File: src/rtl/fifo2m_pkg.sv
package fifo2m_pkg;

    typedef enum logic {
        RD_STANDARD = 1'b0,
        RD_FALLTHRU = 1'b1
    } rd_mode_e;

    // Commands for the pointer / occupancy unit
    typedef struct packed {
        logic clear;
        logic push;
        logic pop;
        logic rewind;
    } ptr_cmd_t;

    // Commands for the output register stage
    typedef struct packed {
        logic clear;
        logic load;
        logic drop;
    } out_cmd_t;

    function automatic logic is_fallthru(rd_mode_e m);
        return m == RD_FALLTHRU;
    endfunction

endpackage

File: src/rtl/fifo2m_mode.sv
module fifo2m_mode
    import fifo2m_pkg::*;
(
    input  logic     clk,
    input  logic     mrst,
    input  logic     mode_sel,
    output rd_mode_e mode
);
    always_ff @(posedge clk) begin
        if (mrst)
            mode <= mode_sel ? RD_FALLTHRU : RD_STANDARD;
    end
endmodule

File: src/rtl/fifo2m_ptrs.sv
module fifo2m_ptrs
    import fifo2m_pkg::*;
#(
    parameter int DEPTH = 16,
    localparam int AW = $clog2(DEPTH),
    localparam int CW = $clog2(DEPTH + 1)
) (
    input  logic          clk,
    input  ptr_cmd_t      cmd,
    output logic [AW-1:0] wptr,
    output logic [AW-1:0] rptr,
    output logic [CW-1:0] count
);
    function automatic logic [AW-1:0] step(logic [AW-1:0] p);
        return (p == AW'(DEPTH - 1)) ? '0 : p + 1'b1;
    endfunction

    always_ff @(posedge clk) begin
        if (cmd.clear) begin
            wptr  <= '0;
            rptr  <= '0;
            count <= '0;
        end else begin
            if (cmd.push)
                wptr <= step(wptr);
            if (cmd.rewind) begin
                rptr  <= '0;
                count <= CW'(wptr);
            end else begin
                if (cmd.pop)
                    rptr <= step(rptr);
                case ({cmd.push, cmd.pop})
                    2'b10:   count <= count + 1'b1;
                    2'b01:   count <= count - 1'b1;
                    default: count <= count;
                endcase
            end
        end
    end
endmodule

File: src/rtl/fifo2m_store.sv
module fifo2m_store #(
    parameter int DW    = 18,
    parameter int DEPTH = 16,
    localparam int AW = $clog2(DEPTH)
) (
    input  logic          clk,
    input  logic          we,
    input  logic [AW-1:0] waddr,
    input  logic [DW-1:0] wdata,
    input  logic [AW-1:0] raddr,
    output logic [DW-1:0] rdata
);
    logic [DW-1:0] cells [DEPTH];

    for (genvar g = 0; g < DEPTH; g++) begin : g_cell
        always_ff @(posedge clk) begin
            if (we && waddr == AW'(g))
                cells[g] <= wdata;
        end
    end

    assign rdata = cells[raddr];
endmodule

File: src/rtl/fifo2m_outreg.sv
module fifo2m_outreg
    import fifo2m_pkg::*;
#(
    parameter int DW = 18
) (
    input  logic          clk,
    input  out_cmd_t      cmd,
    input  logic [DW-1:0] din,
    output logic [DW-1:0] dout,
    output logic          valid
);
    always_ff @(posedge clk) begin
        if (cmd.clear) begin
            dout  <= '0;
            valid <= 1'b0;
        end else if (cmd.load) begin
            dout  <= din;
            valid <= 1'b1;
        end else if (cmd.drop) begin
            valid <= 1'b0;
        end
    end
endmodule

File: src/rtl/dual_mode_fifo.sv
module dual_mode_fifo
    import fifo2m_pkg::*;
#(
    parameter int DW    = 18,
    parameter int DEPTH = 16,
    localparam int AW = $clog2(DEPTH),
    localparam int CW = $clog2(DEPTH + 1)
) (
    input  logic          clk,
    input  logic          mrst,
    input  logic          prst,
    input  logic          mode_sel,
    input  logic          rewind,
    input  logic          wr_en,
    input  logic [DW-1:0] wr_data,
    output logic          wr_stat,
    input  logic          rd_en,
    output logic [DW-1:0] rd_data,
    output logic          rd_stat
);
    rd_mode_e      mode_q;
    logic [AW-1:0] wptr, rptr;
    logic [CW-1:0] count;
    logic [DW-1:0] head;
    logic          out_valid;
    logic          clr, arr_full, arr_empty, ft;
    logic          rew_go, wr_go, rd_go, ft_pop, ft_drop;
    ptr_cmd_t      pcmd;
    out_cmd_t      ocmd;

    fifo2m_mode u_mode (
        .clk      (clk),
        .mrst     (mrst),
        .mode_sel (mode_sel),
        .mode     (mode_q)
    );

    assign clr       = mrst | prst;
    assign ft        = is_fallthru(mode_q);
    assign arr_full  = (count == CW'(DEPTH));
    assign arr_empty = (count == '0);

    // Rewind only while no write is being presented
    assign rew_go  = rewind & ~wr_en & ~clr;
    assign wr_go   = wr_en & ~arr_full & ~clr;
    // Standard mode: strobe-driven fetch
    assign rd_go   = ~ft & rd_en & ~arr_empty & ~clr & ~rew_go;
    // Fall-through mode: fetch whenever the output slot is free or being consumed
    assign ft_pop  = ft & ~arr_empty & (~out_valid | rd_en) & ~clr & ~rew_go;
    assign ft_drop = ft & ((rd_en & out_valid & arr_empty) | rew_go);

    always_comb begin
        pcmd        = '0;
        pcmd.clear  = clr;
        pcmd.push   = wr_go;
        pcmd.pop    = rd_go | ft_pop;
        pcmd.rewind = rew_go;
        ocmd        = '0;
        ocmd.clear  = clr;
        ocmd.load   = rd_go | ft_pop;
        ocmd.drop   = ft_drop;
    end

    fifo2m_ptrs #(.DEPTH(DEPTH)) u_ptrs (
        .clk   (clk),
        .cmd   (pcmd),
        .wptr  (wptr),
        .rptr  (rptr),
        .count (count)
    );

    fifo2m_store #(.DW(DW), .DEPTH(DEPTH)) u_store (
        .clk   (clk),
        .we    (wr_go),
        .waddr (wptr),
        .wdata (wr_data),
        .raddr (rptr),
        .rdata (head)
    );

    fifo2m_outreg #(.DW(DW)) u_out (
        .clk   (clk),
        .cmd   (ocmd),
        .din   (head),
        .dout  (rd_data),
        .valid (out_valid)
    );

    assign wr_stat = ft ? ~arr_full : arr_full;
    assign rd_stat = ft ? out_valid : arr_empty;
endmodule

File: config.mk
export PLATFORM = sky130hd
export DESIGN_NAME = dual_mode_fifo
export DESIGN_NICKNAME = d
export VERILOG_FILES = /design/src/rtl/fifo2m_pkg.sv /design/src/rtl/fifo2m_mode.sv /design/src/rtl/fifo2m_ptrs.sv /design/src/rtl/fifo2m_store.sv /design/src/rtl/fifo2m_outreg.sv /design/src/rtl/dual_mode_fifo.sv
export SDC_FILE = /design/constraint.sdc
export NUM_CORES = 1
export LEC_CHECK = 0
export BUFFER_PORTS_ARGS = -buffer_cell sky130_fd_sc_hd__buf_2
export CAP_MARGIN = 20
export CORE_UTILIZATION = 45
export DETAILED_ROUTE_END_ITERATION = 10
export PLACE_DENSITY_LB_ADDON = 0.05
export SLEW_MARGIN = 30
export SYNTH_ARGS = -nofsm -noshare
export SYNTH_HDL_FRONTEND = slang
export SYNTH_SLANG_ARGS = --single-unit
File: constraint.sdc
create_clock -name clk -period 4.5 [get_ports clk]
set_clock_uncertainty 0.1 [all_clocks]
set_input_delay 1.125 -clock clk [delete_from_list [all_inputs] [get_ports clk]]
set_output_delay 1.125 -clock clk [all_outputs]
set_load 0.01 [all_outputs]
# == Word-level counts from Yosys, hierarchy flattened ==
# Memory sizes are Yosys's and may differ from the RTL's. A register that Yosys moved wholly into a read port is not among the register bits.
# Index checks and enable logic that the tools add are counted.
# word_totals
word_cells,179
mem_bits_rw,288
register_bits,15
in_bits,25
memories,1
out_inout_bits,20
# memory_table
memory,depth,word_bits,rd,rd_clocked_by_memory_dff,wr,line_no,source
u_store.cells,16,18,1,1,1,fifo2m_store.sv:13,logic [DW-1:0] cells [DEPTH];
# op_classes
reduce_logical,37
n_addsub,4
bitwise,26
n_mux,86
eq_ne,19
# ops
cell,count
two-way mux 18 bit,15
OR reduction 18 bit,15
two-way mux 4 bit,18
two-way mux 1 bit,52
"== test 4 bit, second input constant",9
"== test 4 x 3 -> 1 bit, second input constant",4
logical AND 1 bit,16
bitwise AND 1 bit,15
case mux 5 bit (2 select lines),1
"adder 4 x 1 -> 4 bit, second input constant",2
"== test 4 x 2 -> 1 bit, second input constant",2
NOT 1 bit,7
"adder 5 x 1 -> 5 bit, second input constant",1
"== test 5 bit, second input constant",1
zero test 5 bit,1
"subtractor 5 x 1 -> 5 bit, second input constant",1
"== test 4 x 1 -> 1 bit, second input constant",1
zero test 4 bit,1
OR 1 bit,4
nonzero test 2 bit,2
nonzero test 3 bit,1
"== test 2 x 1 -> 1 bit, second input constant",1
"== test 2 bit, second input constant",1
OR reduction 2 bit,1

# == Logic depth before layout (Yosys ltp) ==
# Gate-level depths: netlist of the first run.
# logic_depth
ltp_word,23
depth_mapped,15
mapped_depth_nobuf,11

# == Modules after synthesis ==
# Synthesis of the first run repeated with hierarchy kept, for this count alone.
# unflattened
hier_cells,634
hier_area_um2,12589.6
# modules_own_cells
mod,seq_area_each_um2,cells_per_inst,n_inst,area_each_um2
fifo2m_store,8648.3,464,1,10961.8
fifo2m_ptrs,260.2,91,1,812.0
fifo2m_outreg,380.4,62,1,684.4
dual_mode_fifo,0.0,16,1,101.3
fifo2m_mode,30.0,1,1,30.0

# == Worst setup path before layout of the first run ==
# OpenSTA, ideal clock, no wires.
# synth_timing
path_type,input port to flip-flop
from,in wr_en
to,mem u_store.cells[3][0] (enable)
setup_slack_ns,0.966
n_path_buf,0
required_time_ns,3.984
setup_ns,0.416
arrival_time_ns,3.018
cell_stages,6
path_cell_list,inv_1 a21oi_2 nand2_1 inv_2 nand2_1 nor3_1
# synth_via
elab_chain_cells,21
elab_cells_between_ends,95
classes_between,62 x mux; 2 x bitwise; 31 x reduce/logical
# synth_rtl
element,line_no,source
from (decl),dual_mode_fifo.sv:14,"input logic wr_en,"
bitwise AND 1 bit (*) (2 in a row),dual_mode_fifo.sv:45,assign wr_go = wr_en & ~arr_full & ~clr;
net u_store.we,fifo2m_store.sv:7,"input logic we,"
logical AND 1 bit,fifo2m_store.sv:17,if (we && waddr == AW'(g))
two-way mux 1 bit,fifo2m_store.sv:17,
two-way mux 1 bit (not written as such),fifo2m_store.sv:18,cells[g] <= wdata;
OR reduction 18 bit (no source line),-,
two-way mux 4 bit (no source line) / two-way mux 1 bit (equally long branches) (15 in a row),-,
to (decl),fifo2m_store.sv:13,
# The timed path passes the listed nets; every way through them passes the cells marked *.

# == Worst setup path after layout of the first run ==
# layout_timing
from,reg u_ptrs.count[1]
to,out rd_stat
# layout_via
elab_chain_cells,2
# layout_rtl
element,line_no,source
from (decl),fifo2m_ptrs.sv:12,output logic [CW-1:0] count
from (signal assigned),fifo2m_ptrs.sv:28,count <= CW'(wptr);
from (signal assigned),fifo2m_ptrs.sv:33,2'b10: count <= count + 1'b1;
from (signal assigned),fifo2m_ptrs.sv:34,2'b01: count <= count - 1'b1;
zero test 5 bit,dual_mode_fifo.sv:41,assign arr_empty = (count == '0);
two-way mux 1 bit,dual_mode_fifo.sv:90,assign rd_stat = ft ? out_valid : arr_empty;
to (decl),dual_mode_fifo.sv:19,output logic rd_stat
# No other way between the ends.

==> flow_summary.yaml, run 1 <==
finish:
  design_area_um2: 14500
  diodes: 0
  multi_input_area_um2: 3270
  layout_common_cells: "edfxtp_1, mux2i_1, buf_2"
  drive_gt1_share_pct: 26.2
  nets: 802
  register_area_um2: 9330
  syn2layout_area_growth_pct: 13.1
  finish.utilization_pct: 51.9
  final_common_cell: "edfxtp_1"
  fillers: 2295
pwr:
  vdd_drop_max_v: 0.000267
  p_total_mw: 5.98
  p_per_area_nw_per_um2: 412
  p_leak_nw: 4.49
global_routing:
  met1_usage_pct: 24.8
  overflow: 0
  antenna_found_initial: 0
  grt_use_met2_pct: 34.4
  grt_max_degree: 90
  grt_util_all_layers_pct: 19.6
  use_met3_pct: 3.10
  busiest_layer: "met2"
  grt_pass1_wl_um: 41500
  grt_pass1_vias: 6704
clocking:
  clock_latency_ns: 0.50
  cts_buffer_depth: 3
  cts_max_level: 2
  cts_tree: "done"
  cts_buffers: 36
  clk_pin_slew_worst_paths_ns: 0.06
  clock_sinks: 321
  cts_hold_buffers: 0
  cts_resized: 0
  clockRootBuffer: "clkbuf_16"
  cts_setup_buffers: 0
placement:
  placed_cell_area_um2: 13400
  place_ws_ns: 0.934
  hpwlAfterDp_um: 17600
  io_buffer_count: 44
  gp_congestion: 0.861
sta:
  fin_crit_sh_pct: 69.9
  setup-tns-final_ns: 0
  tightest_slew_ns: 0.860
  drv_slew: 0
  timing.final.crit_period_ns: 3.15
  maxSlewHeadroom_pct: 42.5
  finalHoldViolCount: 0
  setup_ws_ns: 1.35
  fmax_ghz: 0.318
  final-setup-viol-count: 0
  grt_setup_unrepaired: "false"
floorplan:
  core_area_um2: 27900
  start_util_pct: 45.9
  die_height_um: 171
  die-area_um2: 29200
  ios: 45
  rows: 61
  die_x_um: 171
worst_setup_path:
  cp.arrival_ns: 1.92
  required_ns: 3.27
  crit_path_max_fanout: 8
  critPathCaptureType: "output port"
  crit_type: "reg -> out"
  cp-start-kind: "flip-flop"
yosys:
  synthesis.area_um2: 12800
  syn-instance-count: 710
  yosysSeqAreaShare_pct: 72.7
  avgSynthCellArea_um2: 18.1
  synth_fp_nets: 744
  synth_edf_count: 289
  async_reset_ff_share_pct: 0
  ys_types: 49
  synth_seq_cells: 321
  synth_flop_cell: "edfxtp_1"
  yosysWarnings: 0
run_status:
  status: "complete, no violations"
hold_path:
  hold_class: "reg -> reg"
route:
  avgViaCountPerCell: 5.59
  wirelength_um: 27800
  route.detailed.drc: 0
  drt_iter0_markers: 431
  wire_per_inst_um: 23.7
  ant_nets: 0
  first_pass_iters: 4
  num_vias: 6532
run:
  maxCapViolations: 0
## Yosys cell counts (all sizes together) (6+ instances only)
cell | count | share of area (%)
nand3 | 7 | 0.37
nor2 | 22 | 0.64
o22ai | 36 | 2.2
dfxtp | 32 | 5.0
nand2 | 36 | 1.1
clkbuf | 7 | 0.20
a211oi | 20 | 1.6
ha | 9 | 0.88
mux4 | 36 | 6.3
nor2b | 6 | 0.29
mux2i | 77 | 6.0
buf | 35 | 2.0
inv | 7 | 0.20
a311oi | 19 | 1.8
edfxtp | 289 | 68
a21oi | 28 | 1.1
## through the flow
step	hold WS, ns	cells
3_3_place_gp	0.360	1108
3_5_place_dp	0.381	1108
6_report	0.388	1169
2_1_floorplan	0.350	710
4_1_cts	0.390	1169
5_1_grt	0.423	1169
## final timing paths
kind / startpoint / endpoint / slack (ns) / cells past startpoint
max: u_ptrs.count[1]$_SDFFE_PP0P_ / rd_stat / 1.35 / 4
min: u_out.valid$_SDFFE_PP0P_ / u_out.valid$_SDFFE_PP0P_ / 0.39 / 2
max reg2reg: u_ptrs.count[1]$_SDFFE_PP0P_ / u_ptrs.count[2]$_SDFFE_PP0P_ / 1.40 / 12
min reg2reg: u_out.valid$_SDFFE_PP0P_ / u_out.valid$_SDFFE_PP0P_ / 0.39 / 2
## worst max-delay path, stage by stage (launching register included)
cell and delay [ns]:
dfxtp_1 0.41, nor4_4 0.40, nand2b_1 0.25, o21ai_0 0.21, buf_2 0.15
## power by group
| group | total, mW | internal, mW | switching (mW) |
|---|---|---|---|
| sequential | 3.26 | 3.25 | 0.00673 |
| combinational | 0.116 | 0.0298 | 0.0859 |
| clock | 2.61 | 1.52 | 1.08 |
| total | 5.98 | 4.81 | 1.18 |
## flip-flops by register name (all words and copies together) (netlist names)
name	cells
u_store.cells	288
u_out.dout	18
u_ptrs.count	5
u_ptrs.rptr	4
u_ptrs.wptr	4
u_mode.mode	1
u_out.valid	1
## kinds of logic (layout without fill, tap and decap cells)
kind of cell / after synthesis / after routing / share of synthesized area [%]
muxes: 113 / 113 / 12.3
xor gates and xnor gates: 4 / 4 / 0.273
DFF: 321 / 321 / 72.7
buffers and inverters: 49 / 130 / 2.46
and+or+nand+nor: 91 / 91 / 3.57
AOI/OAI and AO/OA: 123 / 123 / 7.82
adders and majority gates: 9 / 9 / 0.878
## final cells by class
cell class / count / share of cell area [%]
timing repair buffer: 62 / 2.54
sequential: 321 / 64.3
inverter: 7 / 0.181
clock inverter: 16 / 0.500
clock buffer: 45 / 6.73
tap: 378 / 3.26
multi-input combinational: 340 / 22.5
## per-layer routing
metal / wire length, um / part of all wire (%)
met5: 0 / 0
met1: 11800 / 42
met4: 621 / 2.2
met2: 14400 / 52
met3: 934 / 3.4
(Power assumes the default switching activity.)
==> run 2: changes to the inputs <==
- clock period: 4.5 -> 2.95 ns (I/O delays scaled with it)
==> flow_summary.yaml, run 2 (synthesis results as in run 1) <==
run_status:
  status: "complete, no violations"
pwr:
  intPower_mw: 7.42
  vdd_drop_max_v: 0.000445
  p_sw_mw: 1.82
  swShare_pct: 19.7
  p_per_area_nw_per_um2: 622
  comb_power_share_pct: 1.9
  seqPwrFrac_pct: 53.8
  clkPwrFrac_pct: 44.3
  p_leak_nw: 4.66
sta:
  grt_setup_unrepaired: "false"
  setup-tns-final_ns: 0
  drv_slew: 0
  tightest_slew_ns: 0.776
  fmax_ghz: 0.356
  finalHoldViolCount: 0
  timing.final.crit_period_ns: 2.81
  whs_ns: 0.319
  fin_crit_sh_pct: 95.1
  maxSlewHeadroom_pct: 48.0
  final-setup-viol-count: 0
worst_setup_path:
  cp-start-kind: "flip-flop"
  required_ns: 2.11
  cp.arrival_ns: 1.97
  worstSetupStartpoint: "u_ptrs.count[2]$_SDFFE_PP0P_"
  rr_worst_depth: 11
  critPathCaptureType: "output port"
  reg2reg_from: "u_ptrs.count[2]$_SDFFE_PP0P_"
  crit_path_max_fanout: 26
  crit_type: "reg -> out"
floorplan:
  core_area_um2: 27900
  die-area_um2: 29200
  rows: 61
  die_height_um: 171
  die_x_um: 171
  ios: 45
  start_util_pct: 45.9
finish:
  syn2layout_area_growth_pct: 15.9
  largest_reg_flops: 288
  final_common_cell: "edfxtp_1"
  reg_top3: "u_store.cells x288, u_out.dout x18, u_ptrs.count x5"
  finalNonFillerCells: 1201
  nets: 830
  finish.utilization_pct: 53.2
  layout_common_cells: "edfxtp_1, mux2i_1, buf_2"
  top_register: "u_store.cells"
  drive_gt1_share_pct: 29.1
route:
  drt_iter0_markers: 466
  top_layer: "met4"
  num_vias: 6601
  ant_nets: 0
  first_pass_iters: 4
  route.detailed.drc: 0
  wl_met3_um: 859
  avgViaCountPerCell: 5.50
  wirelength_um: 28300
  wire_per_inst_um: 23.6
  wl_met2_um: 14300
  wl_met1_um: 12400
clocking:
  clk_pin_slew_worst_paths_ns: 0.06
  cts_max_level: 2
  cts_tree: "done"
  clock_latency_ns: 0.51
  cts_buffers: 35
  clockRootBuffer: "clkbuf_16"
  clock_sinks: 321
  cts_buffer_depth: 3
global_routing:
  grt_util_all_layers_pct: 20.3
  grt_max_degree: 32
  overflow: 0
  grt_pass1_wl_um: 43000
  grt_pass1_vias: 6879
  antenna_found_initial: 0
hold_path:
  hp-start: "mode_sel"
  hold_class: "in -> reg"
  whs_path_depth: 1
placement:
  gp_congestion: 0.791
  io_buffer_count: 44
  post-place-cells: 1136
  hpwlAfterDp_um: 17800
run:
  maxCapViolations: 0
[run 2: repair_timing]
action,in CTS,in global routing
setup endpoints to repair,0,1
hold buffers,0,0
setup buffers,0,1
resized for setup,0,0
[run 2: final cells by class]
| class | count | area (um2) |
|---|---|---|
| inverters | 7 | 26.3 |
| flip-flops and latches | 321 | 9320 |
| clock buffers | 40 | 916 |
| fillers | 2294 | 13100 |
| multi-input cells | 340 | 3270 |
| clock inverters | 23 | 171 |
| diodes | 1 | 2.50 |
| well taps | 378 | 473 |
| repair buffers | 91 | 686 |
[run 2: through the flow]
stage / power (mW) / cell area [um2] / setup WS [ns]
floorplan: 5.14 / 12800 / 0.0810
global placement: 5.23 / 13800 / 0.228
detailed placement: 5.24 / 13800 / 0.0694
CTS: 9.36 / 14900 / 0.00824
global route: 9.53 / 14900 / 0.0444
finish: 9.24 / 14900 / 0.143
[run 2: final timing paths]
| check | to | slack (ns) |
|---|---|---|
| min | u_mode.mode$_DFFE_PP_ | 0.32 |
| min reg2reg | u_out.valid$_SDFFE_PP0P_ | 0.38 |
| max | rd_stat | 0.14 |
| max reg2reg | u_ptrs.count[2]$_SDFFE_PP0P_ | 0.44 |
[run 2: critical path: stages (launching register included)]
cell      delay, ns
dfxtp_1        0.41
nor4_4         0.31
nand2b_1       0.14
buf_4          0.26
o21ai_0        0.20
buf_2          0.16
[run 2: power by group through the flow]
stage / combinational (mW) / sequential (mW) / clock, mW
2_1_floorplan: 0.0753 / 5.07 / 0
3_3_place_gp: 0.167 / 5.07 / 0
3_5_place_dp: 0.175 / 5.07 / 0
4_1_cts: 0.175 / 4.97 / 4.21
5_1_grt: 0.192 / 4.97 / 4.37
6_report: 0.174 / 4.97 / 4.09
[run 2: metal layers]
metal,GRT usage (%),vias to the layer above
met5,0,-
met4,6.83,0
met3,2.91,40
met2,35.1,125
met1,26.3,3386
li1,-,3050
==> run 3: changes to the inputs <==
==> constraint.sdc (replaced) <==
create_clock -name clk -period 2.95 [get_ports clk]
set_clock_uncertainty 0.1 [all_clocks]
set_input_delay 0.885 -clock clk [delete_from_list [all_inputs] [get_ports clk]]
set_output_delay 0.885 -clock clk [all_outputs]
set_load 0.01 [all_outputs]
==> flow_summary.yaml, run 3 (synthesis results as in run 1) <==
route:
  first_pass_iters: 4
  num_vias: 6805
  drt_iter0_markers: 566
  avgViaCountPerCell: 5.62
  route.detailed.drc: 0
  ant_nets: 0
  wirelength_um: 29600
  wire_per_inst_um: 24.4
sta:
  setup_ws_ns: 0.144
  drv_slew: 0
  finalHoldViolCount: 0
  maxSlewHeadroom_pct: 53.3
  fmax_ghz: 0.356
  grt_setup_unrepaired: "false"
  whs_ns: 0.379
  timing.final.crit_period_ns: 2.81
  final-setup-viol-count: 0
  setup-tns-final_ns: 0
  fin_crit_sh_pct: 95.1
  tightest_slew_ns: 0.700
finish:
  top_register: "u_store.cells"
  largest_reg_flops: 288
  syn2layout_area_growth_pct: 17.1
  nets: 841
  fillers: 2250
  layout_common_cells: "edfxtp_1, mux2i_1, buf_4"
  diodes: 0
  final_common_cell: "edfxtp_1"
  reg_top3: "u_store.cells x288, u_out.dout x18, u_ptrs.count x5"
  drive_gt1_share_pct: 30.5
clocking:
  clock_sinks: 321
  cts_hold_buffers: 0
  cts_buffer_depth: 3
  clk_pin_slew_worst_paths_ns: 0.06
  cts_setup_buffers: 0
  cts_buffers: 35
  cts_resized: 0
  cts_tree: "done"
  clock_latency_ns: 0.50
  cts_max_level: 2
  clockRootBuffer: "clkbuf_16"
global_routing:
  grt_util_all_layers_pct: 21.2
  grt_pass1_wl_um: 44900
  grt_max_degree: 30
  grt_pass1_vias: 7003
  overflow: 0
  antenna_found_initial: 0
worst_setup_path:
  crit_type: "reg -> out"
  cp-start-kind: "flip-flop"
  crit_path_max_fanout: 8
  required_ns: 1.97
  cp.arrival_ns: 1.82
  reg2reg_slack_ns: 0.35
  critPathCaptureType: "output port"
run:
  maxCapViolations: 0
hold_path:
  hold_class: "reg -> reg"
floorplan:
  die-area_um2: 29200
  start_util_pct: 45.9
  ios: 45
  core_area_um2: 27900
  rows: 61
  die_x_um: 171
  die_height_um: 171
run_status:
  status: "complete, no violations"
pwr:
  p_per_area_nw_per_um2: 636
  vdd_drop_max_v: 0.000515
  p_leak_nw: 4.75
placement:
  place_ws_ns: 0.0690
  hpwlAfterDp_um: 18600
  io_buffer_count: 44
  gp_congestion: 0.814
## run 3: path summary, 6_finish.rpt
path                                start                           end  cells past startpoint
min reg2reg      u_out.valid$_SDFFE_PP0P_      u_out.valid$_SDFFE_PP0P_                      2
min              u_out.valid$_SDFFE_PP0P_      u_out.valid$_SDFFE_PP0P_                      2
max reg2reg  u_ptrs.count[1]$_SDFFE_PP0P_  u_ptrs.count[2]$_SDFFE_PP0P_                     11
max          u_ptrs.count[1]$_SDFFE_PP0P_                       rd_stat                      4
## run 3: report_power, final
part           leakage [nW]  switching, mW  internal [mW]  total, mW
clock                 0.564           1.70           2.69       4.39
combinational          1.32          0.133         0.0525      0.185
sequential             2.86        0.00988           4.96       4.97
## run 3: critical path, cell delays in order (launching register included)
cell and delay (ns):
dfxtp_1 0.41, nor4_4 0.40, nand2b_1 0.20, o21ai_0 0.17, buf_2 0.15
## run 3: layout make-up
type	count	area (um2)	share of cell area [%]
clock buffers	46	980	6.52
flip-flops and latches	321	9320	62.1
inverters	7	26.3	0.175
repair buffers	102	731	4.87
multi-input cells	340	3290	21.9
well taps	378	473	3.15
clock inverters	17	191	1.27
## run 3: per-layer routing
metal / up-vias / part of all wire [%] / GRT usage, %
met5: - / 0 / 0
met4: 0 / 1.8 / 5.32
met3: 45 / 3.6 / 3.28
met2: 153 / 48 / 35.3
met1: 3548 / 46 / 29.3
li1: 3059 / - / -
## run 3: metrics by stage
step                instance area [um2]  utilization, %  instances  power, mW
floorplan                         12900               -        710       5.15
global placement                  13800            49.6       1148       5.25
detailed placement                13800            49.6       1148       5.26
CTS                               15000            53.8       1211       9.64
global route                      15000            53.8       1211       9.80
finish                            15000            53.8       1211       9.55
